`src/rtl/rpc_pkg.sv`:
```
package rpc_pkg;

  typedef enum logic [1:0] {
    ACC_FETCH = 2'b00,
    ACC_READ  = 2'b01,
    ACC_WRITE = 2'b10,
    ACC_RSVD  = 2'b11
  } acc_e;

  typedef struct packed {
    logic x;
    logic w;
    logic r;
  } perm_t;

  typedef struct packed {
    perm_t hi;   // privileged rights
    perm_t lo;   // unprivileged rights
  } entry_t;

  localparam int unsigned N_WORLDS = 2;

  localparam entry_t ENTRY_FULL = '{hi: 3'b111, lo: 3'b111};

  // Unprivileged may not hold a right privileged lacks.
  function automatic logic entry_legal(perm_t hi, perm_t lo);
    return (lo & ~hi) == 3'b000;
  endfunction

  function automatic logic perm_grants(perm_t p, acc_e k);
    case (k)
      ACC_FETCH: return p.r & p.x;
      ACC_READ:  return p.r;
      ACC_WRITE: return p.w;
      default:   return 1'b0;
    endcase
  endfunction

endpackage

```
`src/rtl/rpc_perm_table.sv`:
```
module rpc_perm_table
  import rpc_pkg::*;
#(
  parameter int unsigned SEL_W = 3
) (
  input  logic             clk,
  input  logic             rst_n,
  input  logic             wr_en,
  input  logic             wr_world,
  input  logic [SEL_W-1:0] wr_region,
  input  perm_t            wr_hi,
  input  perm_t            wr_lo,
  output logic             wr_err,
  input  logic             rd_world,
  input  logic [SEL_W-1:0] rd_region,
  output entry_t           rd_entry
);

  localparam int unsigned N_REG = 1 << SEL_W;

  logic   wr_ok;
  entry_t [N_WORLDS-1:0] bank_out;

  assign wr_ok = entry_legal(wr_hi, wr_lo);

  for (genvar w = 0; w < N_WORLDS; w++) begin : g_world
    entry_t bank [N_REG];
    logic   hit_world;

    assign hit_world = wr_en && wr_ok && (wr_world == 1'(w));

    always_ff @(posedge clk) begin
      if (!rst_n) begin
        for (int r = 0; r < N_REG; r++) bank[r] <= ENTRY_FULL;
      end else if (hit_world) begin
        bank[wr_region] <= '{hi: wr_hi, lo: wr_lo};
      end
    end

    assign bank_out[w] = bank[rd_region];

    // every stored entry keeps unprivileged within privileged
    a_r5_stored_legal: assert property (@(posedge clk) disable iff (!rst_n)
      ((bank_out[w].lo & ~bank_out[w].hi) == 3'b000));
  end

  assign rd_entry = bank_out[rd_world];

  always_ff @(posedge clk) begin
    if (!rst_n) wr_err <= 1'b0;
    else        wr_err <= wr_en && !wr_ok;
  end

  // an illegal write raises the error on the next cycle
  a_r5_reject_flag: assert property (@(posedge clk) disable iff (!rst_n)
    (wr_en && ((wr_lo & ~wr_hi) != 3'b000)) |=> wr_err);

endmodule

```
`config.mk`:
```
export PLATFORM = sky130hd
export DESIGN_NAME = rpc_perm_table
export DESIGN_NICKNAME = d
export VERILOG_FILES = /design/src/rtl/rpc_pkg.sv /design/src/rtl/rpc_perm_table.sv
export SDC_FILE = /design/constraint.sdc
export NUM_CORES = 1
export LEC_CHECK = 0
export BUFFER_PORTS_ARGS = -buffer_cell sky130_fd_sc_hd__buf_2
export CAP_MARGIN = 40
export CORE_MARGIN = 2
export CORE_UTILIZATION = 65
export DETAILED_ROUTE_END_ITERATION = 6
export PLACE_DENSITY = 0.84
export SYNTH_ARGS = -nofsm -noshare
export SYNTH_HDL_FRONTEND = slang
export SYNTH_SLANG_ARGS = --single-unit
```
`constraint.sdc`:
```
create_clock -name clk -period 5.87 [get_ports clk]
set_input_delay 0.8805 -clock clk [delete_from_list [all_inputs] [get_ports clk]]
set_output_delay 0.8805 -clock clk [all_outputs]
set_load 0.1 [all_outputs]
```
=== Word-level counts from Yosys, hierarchy flattened ===
Memories as Yosys holds them, arrays and structs flattened.
Index checks and enable logic that the tools add are counted.

* Eq/ne operators: 0
* Order comparisons: 1
* Reduce and logical (&&, ||, !) cells: 8
* Bitwise gates (word level): 3
* Div/mod/pow operators: 0
* Shift operators: 0
* Muxes and demuxes: 15
* Add/sub/neg operators: 0
* Multiply operators: 0

{| class="wikitable"
|+ Operators with widths
! cell !! count
|-
| 6-bit 2-to-1 mux || 4
|-
| 6-bit OR reduction || 2
|-
| 1-bit 2-to-1 mux || 9
|-
| 3-bit 2-to-1 mux || 2
|-
| 1-bit logical AND || 4
|-
| 3-bit bitwise AND || 1
|-
| 3-bit logical NOT || 1
|-
| 3-bit NOT || 1
|-
| 1-bit by 2-bit less-than comparator with 1-bit output, second input constant || 1
|-
| 1-bit logical NOT || 1
|-
| 1-bit NOT || 1
|}

* Memory bits (writable): 96
* Memories kept: 2
* Output and inout port bits: 7
* ROM bits: 0
* Latch bits: 0
* Input bits: 17
* Register bits: 1

{| class="wikitable"
|+ Memories
! name !! depth !! bits a word !! read ports !! clocked after Yosys merged registers in !! write ports !! RTL line !! source
|-
| g_world[0].bank || 8 || 6 || 1 || 0 || 8 || rpc_perm_table.sv:27 || <nowiki>entry_t bank [N_REG];</nowiki>
|-
| g_world[1].bank || 8 || 6 || 1 || 0 || 8 || rpc_perm_table.sv:27 ||
|}

=== Longest topological paths before layout ===
* Depth after elaboration: 10
* Gate-level depth with buffers: 5
* Gate-level depth less buffers: 3

=== Least setup slack after synthesis ===
No wires, ideal clock.

* Path kind: in2out
* From: input port rd_region[0]
* To: output port rd_entry[1] in the netlist's numbering
* Data arrival time: 2.502 ns
* Path buffers: 2
* Setup slack: 2.487 ns
* Cell stages on the path: 5
* Path through: buf_2 buf_4 mux4_2 a22oi_1 nand2_1

{| class="wikitable"
|+ RTL lines
! item !! RTL line !! source
|-
| start: declaration || rpc_perm_table.sv:15 || <nowiki>input logic [SEL_W-1:0] rd_region,</nowiki>
|-
| end: declaration || rpc_perm_table.sv:16 || <nowiki>output entry_t rd_entry</nowiki>
|}

==> results.sh <==
export IMPL_outcome="finished, final reports clean"
export IMPL_cp_required_ns=4.99
export IMPL_fp_dieW_um=86.6
export IMPL_ys_flop_type="edfxtp_1"
export IMPL_wl_um=9730
export IMPL_htree_num_levels=3
export IMPL_setup_viol=0
export IMPL_startpoint="rd_region[0]"
export IMPL_synth_area_mux_share_pct=12.2
export IMPL_pwr_share_seq_pct=55.7
export IMPL_synth_enable_flop_cells=96
export IMPL_min_from="wr_en"
export IMPL_synth_seq_area_share_pct=65.4
export IMPL_synth_nets=347
export IMPL_leakagePower_nw=1.56
export IMPL_portBuffers=23
export IMPL_cts_made_buffers=9
export IMPL_setup_tns_ns=0
export IMPL_drv_cap=0
export IMPL_power_switching_uw=366
export IMPL_num_antenna_cells=0
export IMPL_place_ws_ns=2.18
export IMPL_drt_wirelength_per_cell_um=22.4
export IMPL_ant_nets=0
export IMPL_clk_pin_slew_worst_paths_ns=0.09
export IMPL_worstMarginPinSlew_ns=0.933
export IMPL_first_global_vias=2776
export IMPL_p_clk_share_pct=32.5
export IMPL_synth_cell_types=28
export IMPL_fmax_ghz=0.273
export IMPL_vdd_drop_max_v=0.000157
export IMPL_synthAdderAreaFrac_pct=0
export IMPL_die_area_um2=7510
export IMPL_die_y_um=86.6
export IMPL_cts_sinks=97
export IMPL_yosysTopAreaCell="edfxtp_1"
export IMPL_dpl_hpwl_um=6720
export IMPL_cts_tree="built"
export IMPL_power_density_nw_per_um2=300
export IMPL_end_kind="primary output"
export IMPL_min_period_over_period_pct=62.4
export IMPL_synth_top_family_by_area="simple AND/OR/NAND/NOR gates"
export IMPL_fin_crit_ns=3.66
export IMPL_yosys_top_cells_area="edfxtp_1, mux4_2, nand2_1, nor2_1, a22oi_1"
export IMPL_share_comb_of_total_power_pct=11.9
export IMPL_initial_core_util_pct=66.1
export IMPL_area_growth_pct=8.91
export IMPL_synth_simple_gate_area_share_pct=15.7
export IMPL_grt_max_degree=25
export IMPL_rsz0062_at_grt="no"
export IMPL_crit_top_cell="buf_2"
export IMPL_hold_class="in -> reg"
export IMPL_avgSynthCellArea_um2=13.5
export IMPL_yosysMostFrequentCell="nand2_1"
export IMPL_grt_pass1_wl_um=15000
export IMPL_p_sw_share_pct=25.2
export IMPL_viasPerCell=6.60
export IMPL_cp_start_kind="primary input"
export IMPL_fin_ws_ns=2.21
export IMPL_syn_cell_area_um2=4440
export IMPL_crit_type="in -> out"
export IMPL_drt_initial_drc_count=447
export IMPL_place_congestion=0.933
export IMPL_clockRootBuffer="clkbuf_8"
export IMPL_num_rows=30
export IMPL_critical_path_max_fanout=24
export IMPL_drc=0
export IMPL_ys_async_sr_fraction_pct=0
export IMPL_cp_cell_sequence="buf_2 > mux4_2 > a22oi_1 > nand2_1 > buf_2"
export IMPL_synth_top_cells_by_count="nand2_1, edfxtp_1, nor2_1"
export IMPL_synthCells=330
export IMPL_grt_ovfl_total=0
export IMPL_cpPeakStageDelay_ns=0.64
export IMPL_cp_arrival_ns=2.78
export IMPL_slew_headroom_pct=37.8
export IMPL_cts_resized=0
export IMPL_ios=24
export IMPL_drive_above_1_share_pct=20.6
export IMPL_yosysTopAreaCellShare_pct=64.9
export IMPL_crit_path_top_delay_cell="mux4_2"
export IMPL_clock_path_buffers=2
export IMPL_synth_seq_cells=97
export IMPL_synth_xor_area_share_pct=0
export IMPL_dr_pass1_iters=5
export IMPL_finalNetCount=367
export IMPL_finalHoldViolations=0
export IMPL_antenna_found_initial=0
export IMPL_slew_violations=0
export IMPL_timing_hold_ws_ns=0.821
export IMPL_gr_usage_all_layers_pct=28.5
export IMPL_vias=2872
export IMPL_core_um2=6720
export IMPL_postCtsSetupBuffers=0
export IMPL_synth_compound_area_share_pct=4.26
export IMPL_ys_warnings_count=0
export IMPL_p_int_mw=1.08
export IMPL_cts_hold_buf=0
metal layers:
metal / track usage [%] / routed length, um / vias to the layer above
met3: 7.71 / 1030 / 33
met5: 0 / 0 / -
met2: 44.8 / 4790 / 194
li1: - / - / 1262
met1: 38.2 / 3570 / 1383
met4: 12.2 / 346 / 0
final cells by class:
| class | instances | area, um^2 |
|---|---|---|
| flip-flops and latches | 97 | 2900 |
| fillers | 410 | 1880 |
| clock inverters | 7 | 92.6 |
| repair buffers | 31 | 170 |
| clock buffers | 9 | 124 |
| multi-input cells | 211 | 1450 |
| well taps | 80 | 100 |
power groups by stage:
stage	Combinational, mW	Sequential (mW)	Clock (mW)
3_5_place_dp	0.171	0.824	0
2_1_floorplan	0.126	0.819	0
6_report	0.172	0.808	0.471
3_3_place_gp	0.166	0.822	0
5_1_grt	0.182	0.811	0.492
4_1_cts	0.172	0.808	0.468
metrics by stage:
stage	power [mW]	cells	utilization, %	cell area (um^2)
6_report	1.45	435	72.0	4830
5_1_grt	1.48	435	72.0	4830
4_1_cts	1.45	435	72.0	4830
3_5_place_dp	0.994	419	68.7	4620
3_3_place_gp	0.988	413	68.1	4580
2_1_floorplan	0.945	330	-	4440
worst paths after layout:
check | endpoint | cells after the start
min | wr_err | 3
max | rd_entry[4] | 5
placed cells by master, fill, tap and decap left out:
cell type   synthesis  final
nor3b_1             1      1
nor4bb_1            1      1
clkinv_1            0      1
nor4_4              0      2
edfxtp_1           96     96
and2_1              1      1
clkbuf_8            0      9
nor2b_1             5      5
mux4_2             24     24
inv_6               0      1
dfxtp_1             1      1
o21ai_1            11     11
buf_2              11     28
a31oi_1             1      1
nand2_1           105    105
or4_1               1      1
o31ai_1             5      5
and4b_1             1      1
and4_1              2      2
clkinvlp_4          0      2
or4_4               1      1
bufinv_16           0      2
or2_1               1      1
nor2_1             25     25
a22oi_1            12     12
nand4_1             4      4
buf_4               1      2
buf_8               0      1
nand4b_1            1      1
clkinv_2            0      1
nand2b_1            7      7
worst max-delay path, delay by kind of cell:
kind,cells,cell delay (ns)
multiplexers,1,0.64
AO/OA/AOI/OAI,1,0.18
buffers and inverters,2,0.93
AND/OR/NAND/NOR,1,0.13
sequential cells by signal, indices dropped and copies added (netlist names):
signal and count:
g_world.bank 96, wr_err 1
logic make-up (layout without fill, tap and decap cells):
logic type | after synthesis | count (layout)
simple gates | 158 | 158
flops | 97 | 97
compound gates | 29 | 29
mux | 24 | 24
buf+inv | 22 | 47
(Power assumes the default switching activity.)
